`src/rtl/mmd_indirect_pkg.sv`:
```
package mmd_indirect_pkg;

  localparam int LED_W = 8;
  localparam int IDX_W = 4;

  typedef enum logic [1:0] {
    ACC_ADDR   = 2'b00,
    ACC_DATA   = 2'b01,
    ACC_INC_RW = 2'b10,
    ACC_INC_WR = 2'b11
  } accType_e;

  typedef struct packed {
    logic             hit;
    logic             wrStb;
    logic [IDX_W-1:0] idx;
    logic [LED_W-1:0] wrData;
  } extStrobe_t;

  function automatic logic [LED_W-1:0] ledResetVal(input int i);
    case (i)
      0: return 8'hC5;
      1: return 8'h67;
      2: return 8'h70;
      3: return 8'h03;
      4: return 8'h20;
      5: return 8'h00;
      6: return 8'h40;
      7: return 8'h00;
      8: return 8'h40;
      9: return 8'h20;
      default: return 8'h00;
    endcase
  endfunction

endpackage

```
`src/rtl/mmd_indirect_ctrl.sv`:
```
module mmd_indirect_ctrl
  import mmd_indirect_pkg::*;
#(
  parameter int DIR_W     = 5,
  parameter int DATA_W    = 16,
  parameter int ADDR_W    = 16,
  parameter int DEV_W     = 5,
  parameter int CTRL_ADDR = 'h0D,
  parameter int DATA_ADDR = 'h0E,
  parameter int DEV_ID    = 'h1F,
  parameter int BASE      = 'h1E0,
  parameter int NUM_REGS  = 10
) (
  input  logic              clk,
  input  logic              rstN,
  input  logic [DIR_W-1:0]  regAddr,
  input  logic              wrEn,
  input  logic              rdEn,
  input  logic [DATA_W-1:0] wrData,
  input  logic [DATA_W-1:0] fileRdVal,
  output logic [DATA_W-1:0] rdData,
  output extStrobe_t        stb,
  output logic [ADDR_W-1:0] extAddr,
  output accType_e          ctrlType,
  output logic [DEV_W-1:0]  ctrlDev
);
  localparam logic [ADDR_W-1:0] BASE_ADDR = ADDR_W'(BASE);
  localparam logic [ADDR_W-1:0] END_ADDR  = ADDR_W'(BASE + NUM_REGS);
  localparam int                PAD_W     = DATA_W - 2 - DEV_W;

  logic ctrlSel, dataSel, devOk, inWin, dataWr, dataRd, stepAddr;

  assign ctrlSel = (regAddr == DIR_W'(CTRL_ADDR));
  assign dataSel = (regAddr == DIR_W'(DATA_ADDR));
  assign devOk   = (ctrlDev == DEV_W'(DEV_ID));
  assign inWin   = (extAddr >= BASE_ADDR) && (extAddr < END_ADDR);
  assign dataWr  = dataSel && wrEn && devOk;
  assign dataRd  = dataSel && rdEn && devOk;

  always_comb begin
    unique case (ctrlType)
      ACC_INC_RW: stepAddr = dataWr || dataRd;
      ACC_INC_WR: stepAddr = dataWr;
      default:    stepAddr = 1'b0;
    endcase
  end

  always_comb begin
    stb.hit    = inWin;
    stb.wrStb  = dataWr && (ctrlType != ACC_ADDR) && inWin;
    stb.idx    = IDX_W'(extAddr - BASE_ADDR);
    stb.wrData = wrData[LED_W-1:0];
  end

  always_ff @(posedge clk or negedge rstN) begin
    if (!rstN) begin
      ctrlType <= ACC_ADDR;
      ctrlDev  <= '0;
      extAddr  <= '0;
    end else begin
      if (ctrlSel && wrEn) begin
        ctrlType <= accType_e'(wrData[DATA_W-1 -: 2]);
        ctrlDev  <= wrData[DEV_W-1:0];
      end
      if (dataWr && ctrlType == ACC_ADDR) extAddr <= wrData[ADDR_W-1:0];
      else if (stepAddr)                  extAddr <= extAddr + ADDR_W'(1);
    end
  end

  always_comb begin
    rdData = '0;
    if (ctrlSel) begin
      rdData = {ctrlType, {PAD_W{1'b0}}, ctrlDev};
    end else if (dataSel && devOk) begin
      if (ctrlType == ACC_ADDR) rdData = DATA_W'(extAddr);
      else                      rdData = fileRdVal;
    end
  end
endmodule

```
`src/rtl/mmd_indirect_file.sv`:
```
module mmd_indirect_file
  import mmd_indirect_pkg::*;
#(
  parameter int NUM_REGS = 10,
  parameter int DATA_W   = 16
) (
  input  logic              clk,
  input  logic              rstN,
  input  extStrobe_t        stb,
  output logic [DATA_W-1:0] fileRdVal
);
  logic [LED_W-1:0] regs [NUM_REGS];

  always_ff @(posedge clk or negedge rstN) begin
    if (!rstN) begin
      for (int i = 0; i < NUM_REGS; i++) regs[i] <= ledResetVal(i);
    end else if (stb.wrStb) begin
      for (int i = 0; i < NUM_REGS; i++)
        if (stb.idx == IDX_W'(i)) regs[i] <= stb.wrData;
    end
  end

  always_comb begin
    fileRdVal = '0;
    for (int i = 0; i < NUM_REGS; i++)
      if (stb.hit && stb.idx == IDX_W'(i)) fileRdVal = DATA_W'(regs[i]);
  end
endmodule

```
`src/rtl/mmd_indirect_port.sv`:
```
module mmd_indirect_port
  import mmd_indirect_pkg::*;
#(
  parameter int DIR_W    = 5,
  parameter int DATA_W   = 16,
  parameter int ADDR_W   = 16,
  parameter int DEV_W    = 5,
  parameter int NUM_REGS = 10
) (
  input  logic              clk,
  input  logic              rstN,
  input  logic [DIR_W-1:0]  regAddr,
  input  logic              wrEn,
  input  logic              rdEn,
  input  logic [DATA_W-1:0] wrData,
  output logic [DATA_W-1:0] rdData
);
  extStrobe_t        stb;
  logic [DATA_W-1:0] fileRdVal;
  logic [ADDR_W-1:0] extAddr;
  accType_e          ctrlType;
  logic [DEV_W-1:0]  ctrlDev;

  mmd_indirect_ctrl #(
    .DIR_W(DIR_W), .DATA_W(DATA_W), .ADDR_W(ADDR_W),
    .DEV_W(DEV_W), .NUM_REGS(NUM_REGS)
  ) u_ctrl (
    .clk(clk), .rstN(rstN), .regAddr(regAddr), .wrEn(wrEn), .rdEn(rdEn),
    .wrData(wrData), .fileRdVal(fileRdVal), .rdData(rdData), .stb(stb),
    .extAddr(extAddr), .ctrlType(ctrlType), .ctrlDev(ctrlDev)
  );

  mmd_indirect_file #(.NUM_REGS(NUM_REGS), .DATA_W(DATA_W)) u_file (
    .clk(clk), .rstN(rstN), .stb(stb), .fileRdVal(fileRdVal)
  );
endmodule

```
`config.mk`:
```
export PLATFORM = sky130hd
export DESIGN_NAME = mmd_indirect_port
export DESIGN_NICKNAME = d
export VERILOG_FILES = /design/src/rtl/mmd_indirect_pkg.sv /design/src/rtl/mmd_indirect_ctrl.sv /design/src/rtl/mmd_indirect_file.sv /design/src/rtl/mmd_indirect_port.sv
export SDC_FILE = /design/constraint.sdc
export NUM_CORES = 1
export LEC_CHECK = 0
export BUFFER_PORTS_ARGS = -buffer_cell sky130_fd_sc_hd__buf_2
export CAP_MARGIN = 20
export CORE_MARGIN = 4
export CORE_UTILIZATION = 55
export DETAILED_ROUTE_END_ITERATION = 8
export HOLD_SLACK_MARGIN = 0.03
export PLACE_DENSITY_LB_ADDON = 0.05
export SYNTH_ARGS = -nofsm -noshare
export SYNTH_HDL_FRONTEND = slang
export SYNTH_SLANG_ARGS = --single-unit
```
`constraint.sdc`:
```
create_clock -name clk -period 2.75 [get_ports clk]
set_clock_uncertainty 0.05 [all_clocks]
set_input_delay 0.55 -clock clk [delete_from_list [all_inputs] [get_ports clk]]
set_output_delay 0.55 -clock clk [all_outputs]
set_load 0.05 [all_outputs]
```
# After elaboration in Yosys (flattened, before gate mapping)
# Cells that the tools add are included.
[totals]
register_bits = 103
in_bits = 25
out_inout_bits = 16
elab_cells = 82
[classes]
add_sub_neg = 2
magnitude_cmp = 2
n_eq_ne = 14
n_mux = 16
n_reduce_logical = 35
[ops]
columns = ["operator", "count"]
rows = [
  ["2-to-1 mux 16 bit", 5],
  ["2-to-1 mux 8 bit", 10],
  ["logical AND 1 bit", 20],
  ["AND reduction 2 bit", 10],
  ["adder 16 x 1 -> 16 bit (second input constant)", 1],
  ["equality test 4 x 3 -> 1 bit (second input constant)", 4],
  ["greater-or-equal comparator 16 x 9 -> 1 bit (second input constant)", 1],
  ["less-than comparator 16 x 9 -> 1 bit (second input constant)", 1],
  ["equality test 5 x 4 -> 1 bit (second input constant)", 2],
  ["equality test 4 x 2 -> 1 bit (second input constant)", 2],
  ["equality test 4 bit (second input constant)", 2],
  ["equality test 5 bit (second input constant)", 1],
  ["equality test 2 bit (second input constant)", 2],
  ["equality test 4 x 1 -> 1 bit (second input constant)", 1],
  ["logical NOT 4 bit", 1],
  ["nonzero test 2 bit", 2],
  ["subtractor 4 x 1 -> 4 bit (second input constant)", 1],
  ["logical NOT 2 bit", 1],
  ["one-hot mux 1 bit (2 select lines)", 1],
  ["logical OR 1 bit", 1],
]

# Logic depth before layout (Yosys ltp)
[logic_depth]
depth_word = 16
ltp_mapped = 9
ltp_nobuf = 7

# By module
# A second synthesis with hierarchy kept.
[unflattened]
hier_cells = 524
area_unflattened_um2 = 5659.2
[modules_own_cells]
columns = ["mod", "instances", "cells_each", "area_per_inst_um2", "seq_area_each_um2"]
rows = [
  ["mmd_indirect_file", 1, 308, 3916.3, 2024.4],
  ["mmd_indirect_ctrl", 1, 216, 1742.9, 575.6],
]

# Least setup slack after synthesis
# No wires, ideal clock.
[synth_path]
kind = "reg-to-output"
startpoint = "reg u_ctrl.extAddr[1]"
endpoint = "out rdData[5]"
t_arrival_ns = 3.059
required_time_ns = 2.150
path_slack_ns = -0.909
stages_incl_launch_ff = 9
path_buffers = 1
cell_sequence = "dfrtp_1 -> inv_1 -> ha_1 -> clkbuf_1 -> nor4bb_1 -> nand2_1 -> o21ai_0 -> a32oi_1 -> a311oi_1"
[synth_via]
elab_chain_cells = 16
word_cells_on_any_way = 37
cone_classes = "add/sub: 1; order compare: 2; eq/ne: 9; mux: 13; reduce/logical: 12"
[synth_rtl]
columns = ["item", "line_no", "source"]
rows = [
  ["start: declaration", "mmd_indirect_ctrl.sv:23", "output logic [ADDR_W-1:0] extAddr,"],
  ["start signal: assignment", "mmd_indirect_ctrl.sv:65", "if (dataWr && ctrlType == ACC_ADDR) extAddr <= wrData[ADDR_W-1:0];"],
  ["start signal: assignment", "mmd_indirect_ctrl.sv:66", "else if (stepAddr) extAddr <= extAddr + ADDR_W'(1);"],
  ["greater-or-equal comparator 16 x 9 -> 1 bit (tied with other cells)", "mmd_indirect_ctrl.sv:36", "assign inWin = (extAddr >= BASE_ADDR) && (extAddr < END_ADDR);"],
  ["logical AND 1 bit / logical NOT 4 bit (equally long branches)", "mmd_indirect_ctrl.sv:36, mmd_indirect_file.sv:26", ""],
  ["logical AND 1 bit", "mmd_indirect_file.sv:26", "if (stb.hit && stb.idx == IDX_W'(i)) fileRdVal = DATA_W'(regs[i]);"],
  ["2-to-1 mux 8 bit (9 in a row)", "mmd_indirect_file.sv:26", ""],
  ["2-to-1 mux 8 bit (*)", "mmd_indirect_file.sv:26", ""],
  ["2-to-1 mux 16 bit (*)", "mmd_indirect_ctrl.sv:75", "if (ctrlType == ACC_ADDR) rdData = DATA_W'(extAddr);"],
  ["2-to-1 mux 16 bit (*)", "mmd_indirect_ctrl.sv:74", "end else if (dataSel && devOk) begin"],
  ["2-to-1 mux 16 bit (*)", "mmd_indirect_ctrl.sv:72", "if (ctrlSel) begin"],
  ["end: declaration", "mmd_indirect_port.sv:16", "output logic [DATA_W-1:0] rdData"],
]
# Mark *: on every way between the ends. The rest lies on a longest branch, timed or not.

# Worst setup path after layout
[layout_path]
startpoint = "reg u_ctrl.extAddr[1]"
endpoint = "out rdData[6]"
# The elaborated chain is that of the path after synthesis.

==> results.rst <==
.. list-table::
   :header-rows: 1

   * - Metric
     - Value
   * - Result of the run
     - finished with violations
   * - Violated checks
     - setup timing
   * - Count of clock tree sinks
     - 103
   * - Arrival time worst endpoint
     - roughly 2.6 ns
   * - First-pass DRT Iterations
     - 5
   * - CTS Buf Count
     - 9
   * - Most common cell after layout, fill and taps aside
     - sky130_fd_sc_hd__buf_4
   * - Starting utilization of the core area
     - 0.5730
   * - Clock latency of the later-clocked register in the worst-skew pair
     - between 0.3 and 0.4 ns
   * - Vias after detailed routing
     - 4805
   * - Area of the core
     - roughly 10000 µm²
   * - Number of global-route vias before repair
     - just under 5000
   * - Die Wd
     - 109.8 µm
   * - Max rail drop VDD
     - 0.4635 mV
   * - Total global routing overflow
     - 0
   * - Area share of the largest cell type after synthesis
     - 0.3729
   * - Design Area, Final
     - around 7300 µm²
   * - Count of mapped cells out of synthesis
     - 506
   * - Worst-case headroom to the max-slew limit
     - 0.5923
   * - Proportion of synthesized flip-flops having asynchronous set or reset
     - 1.000
   * - Routed len/inst
     - ~23 µm
   * - Post-synthesis net count
     - ~540
   * - Sort of element at the end of the critical path
     - output port
   * - Global-route wire length before repair
     - 27010 µm
   * - Worst min-delay path class
     - primary input to async pin
   * - Endpoint of the most critical register-to-register path
     - u_file.regs[15]
   * - EDFF count, synth
     - 0
   * - Ant. Diodes
     - 0
   * - Post-DR vias/cell
     - between 6 and 7
   * - Routed wire length
     - roughly 17000 µm
   * - Final weighted congestion in routability-driven placement
     - 0.9871
   * - Io pins
     - 41
   * - Critical path launch point type
     - flip-flop
   * - # setup viols final
     - 8
   * - Number of antenna violations at the first check in global routing
     - 0
   * - Post-synthesis cell area
     - between 5000 and 6000 µm²
   * - CTS tree
     - yes
   * - Final HPWL from detailed placement
     - 11970 µm
   * - Area added between synthesis and finish
     - 28.38%
   * - Cell area reported after detailed placement
     - roughly 6700 µm²
   * - Count of standard-cell rows
     - 36
   * - Share of synthesized area occupied by flip-flops and latches
     - 0.4558
   * - Primary flip-flop cell chosen by synthesis mapping
     - sky130_fd_sc_hd__dfrtp_1
   * - FF+latch count, synth
     - ~100
   * - Residual DRC count
     - 0
   * - Worst flop-to-flop path startpoint
     - u_ctrl.ctrlDev[2]
   * - Highest Clock Rate
     - 0.3174 GHz
   * - Register-to-register path setup slack
     - 0.22 ns
   * - Distinct cell type count of the synthesized netlist
     - between 60 and 70
   * - Fin. Hold Viols
     - 0
   * - Setup total negative slack
     - -2.800 ns
   * - Top cell type by total area after synthesis
     - sky130_fd_sc_hd__dfrtp_1
   * - Clock slew seen by the registers of the worst setup and hold paths
     - about 0.1 ns
   * - DR iter-0 viols
     - approximately 410
   * - Total design power
     - approximately 2.7 mW
   * - Final antenna-violating net count
     - 0
   * - Post-route minimum period
     - 3.151 ns
   * - Die area
     - between 10000 and 15000 µm²
   * - Leak
     - approximately 3.3 nW
   * - Total of hold buffers inserted after clock tree synthesis
     - 0
   * - Required time of the worst setup path
     - ~2.2 ns
   * - Number of nets at the end of the flow
     - 645
   * - Die height
     - ~110 µm
   * - Least setup slack across all paths after layout
     - -0.4005 ns
   * - Top cells by area, synth
     - sky130_fd_sc_hd__dfrtp_1 37%, sky130_fd_sc_hd__mux2_2 14%, sky130_fd_sc_hd__dfstp_2 8.3%, sky130_fd_sc_hd__mux2_4 4.2%, sky130_fd_sc_hd__o21ai_0 2.7%
   * - Number of maximum-capacitance violations
     - 0
   * - Synthesis warning total
     - 0
   * - Total of buffers placed on input and output ports
     - 40
   * - Pin count of the biggest net entering global routing
     - 40
   * - Number of non-filler instances in the completed layout
     - between 700 and 800
   * - Placed Instances
     - 730
   * - Average cell area after synthesis
     - 11.27 µm²
   * - Slew at the pin closest to its max-slew limit
     - around 0.6 ns
   * - Startpoint-to-endpoint class of the critical path
     - flip-flop to output port
   * - Crit share post-route
     - 1.146
   * - Power per cell area
     - roughly 380 nW/µm²
   * - Root Buffer Master
     - sky130_fd_sc_hd__clkbuf_8
   * - CP max FO
     - 7
   * - Top library cells by usage in the layout, fill and taps aside
     - 84 x sky130_fd_sc_hd__buf_4, 82 x sky130_fd_sc_hd__dfrtp_1, 71 x sky130_fd_sc_hd__mux2_2, 31 x sky130_fd_sc_hd__nand2_1, 28 x sky130_fd_sc_hd__buf_2
   * - Unrepaired setup endpoints after global routing
     - yes
   * - Fraction of layout instances using a drive strength above 1
     - 0.5121
   * - Max Slew Vio Count
     - 0
   * - R2R depth
     - 7
   * - Maximum level of the CTS H-tree
     - 3
   * - Clock Path Buffers
     - 2
   * - Total track usage
     - 0.3001
-- final cells by class --
| type | count | area, µm² |
|---|---|---|
| well taps | 133 | 166.4 |
| multi-input cells | 360 | 3284 |
| inverters | 8 | 35.03 |
| clock inverters | 4 | 27.53 |
| repair buffers | 134 | 1051 |
| fillers | 722 | 2631 |
| flip-flops and latches | 103 | 2604 |
| clock buffers | 12 | 155.1 |
-- kinds of logic after synthesis --
group	count (synthesis)	share of synthesized area
compound gates	118	0.1435
xor+xnor	8	0.01228
simple gates	143	0.1660
buf+inv	43	0.03137
flops	103	0.4558
fa+ha+maj	4	0.008774
mux	87	0.1823
-- metal layers --
layer,wire length (µm),vias up,GRT usage
li1,-,2133,-
met1,7461,2453,0.4088
met2,8086,176,0.4727
met3,910,43,0.05109
met4,517,0,0.1282
met5,0,-,0
-- metrics by stage --
step	hold slack [ns]	util	setup WS, ns
after floorplan	0.2044	-	-0.1452
after global placement	0.4364	0.6768	-0.2020
after detailed placement	0.4446	0.6768	-0.2942
after CTS	0.05688	0.7288	-0.3496
after global routing	0.09172	0.7357	-0.4452
final	0.06143	0.7357	-0.4005
-- power breakdown --
| group | leakage (nW) | switching (mW) | internal, mW | total (mW) |
|---|---|---|---|---|
| logic | 1.87 | 0.177 | 0.0999 | 0.277 |
| clock network | 0.0972 | 0.537 | 0.383 | 0.920 |
| registers | 1.35 | 0.0150 | 1.53 | 1.55 |
| total | 3.32 | 0.729 | 2.02 | 2.75 |
-- sequential cells by signal (all words and copies together) (netlist names) --
signal           count
u_file.regs         80
u_ctrl.extAddr      16
u_ctrl.ctrlDev       5
u_ctrl.ctrlType      2
-- repair_timing --
| item | in CTS | in global routing |
|---|---|---|
| setup endpoints to repair | 15 | 11 |
| setup buffers | 8 | 2 |
| pin swaps | 28 | 11 |
| resized for setup | 65 | 17 |
-- worst max-delay path by stage --
stage / cells after the start / slack (ns) / end / from
floorplan: 8 / -0.15 / rdData[5] / u_ctrl.extAddr[1]
global placement: 10 / -0.20 / rdData[1] / u_ctrl.extAddr[1]
detailed placement: 10 / -0.29 / rdData[1] / u_ctrl.extAddr[1]
CTS: 9 / -0.35 / rdData[6] / u_ctrl.extAddr[1]
global route: 8 / -0.45 / rdData[6] / u_ctrl.extAddr[1]
finish: 8 / -0.40 / rdData[6] / u_ctrl.extAddr[1]
-- critical path, cell delays in order (launching register included) --
cell and delay [ns]:
sky130_fd_sc_hd__dfrtp_2 0.49, sky130_fd_sc_hd__ha_4 0.22, sky130_fd_sc_hd__buf_6 0.12, sky130_fd_sc_hd__nor4bb_4 0.29
sky130_fd_sc_hd__buf_4 0.16, sky130_fd_sc_hd__a221oi_2 0.06, sky130_fd_sc_hd__or3_4 0.40, sky130_fd_sc_hd__a31oi_4 0.21
sky130_fd_sc_hd__buf_6 0.19
-- synthesized netlist by cell type (4+ instances only) --
cell	number
sky130_fd_sc_hd__or3_1	6
sky130_fd_sc_hd__a311oi_1	5
sky130_fd_sc_hd__o211ai_1	9
sky130_fd_sc_hd__clkbuf_1	28
sky130_fd_sc_hd__nor2b_1	5
sky130_fd_sc_hd__nand2_1	31
sky130_fd_sc_hd__nor2_1	19
sky130_fd_sc_hd__and2_1	8
sky130_fd_sc_hd__o22ai_1	5
sky130_fd_sc_hd__nand3_4	7
sky130_fd_sc_hd__a221o_1	9
sky130_fd_sc_hd__a21oi_1	20
sky130_fd_sc_hd__mux2_4	16
sky130_fd_sc_hd__a22o_1	6
sky130_fd_sc_hd__nand2b_1	10
sky130_fd_sc_hd__nand4_1	5
sky130_fd_sc_hd__nor3_1	9
sky130_fd_sc_hd__dfstp_2	18
sky130_fd_sc_hd__nor4_1	7
sky130_fd_sc_hd__buf_2	5
sky130_fd_sc_hd__o21ai_0	31
sky130_fd_sc_hd__mux2_2	71
sky130_fd_sc_hd__xnor2_1	7
sky130_fd_sc_hd__nand3_1	9
sky130_fd_sc_hd__dfrtp_1	85
sky130_fd_sc_hd__a221oi_1	6
sky130_fd_sc_hd__o311a_1	4
sky130_fd_sc_hd__inv_1	8
sky130_fd_sc_hd__and4_1	4
sky130_fd_sc_hd__ha_1	4
(Power assumes the default switching activity.)
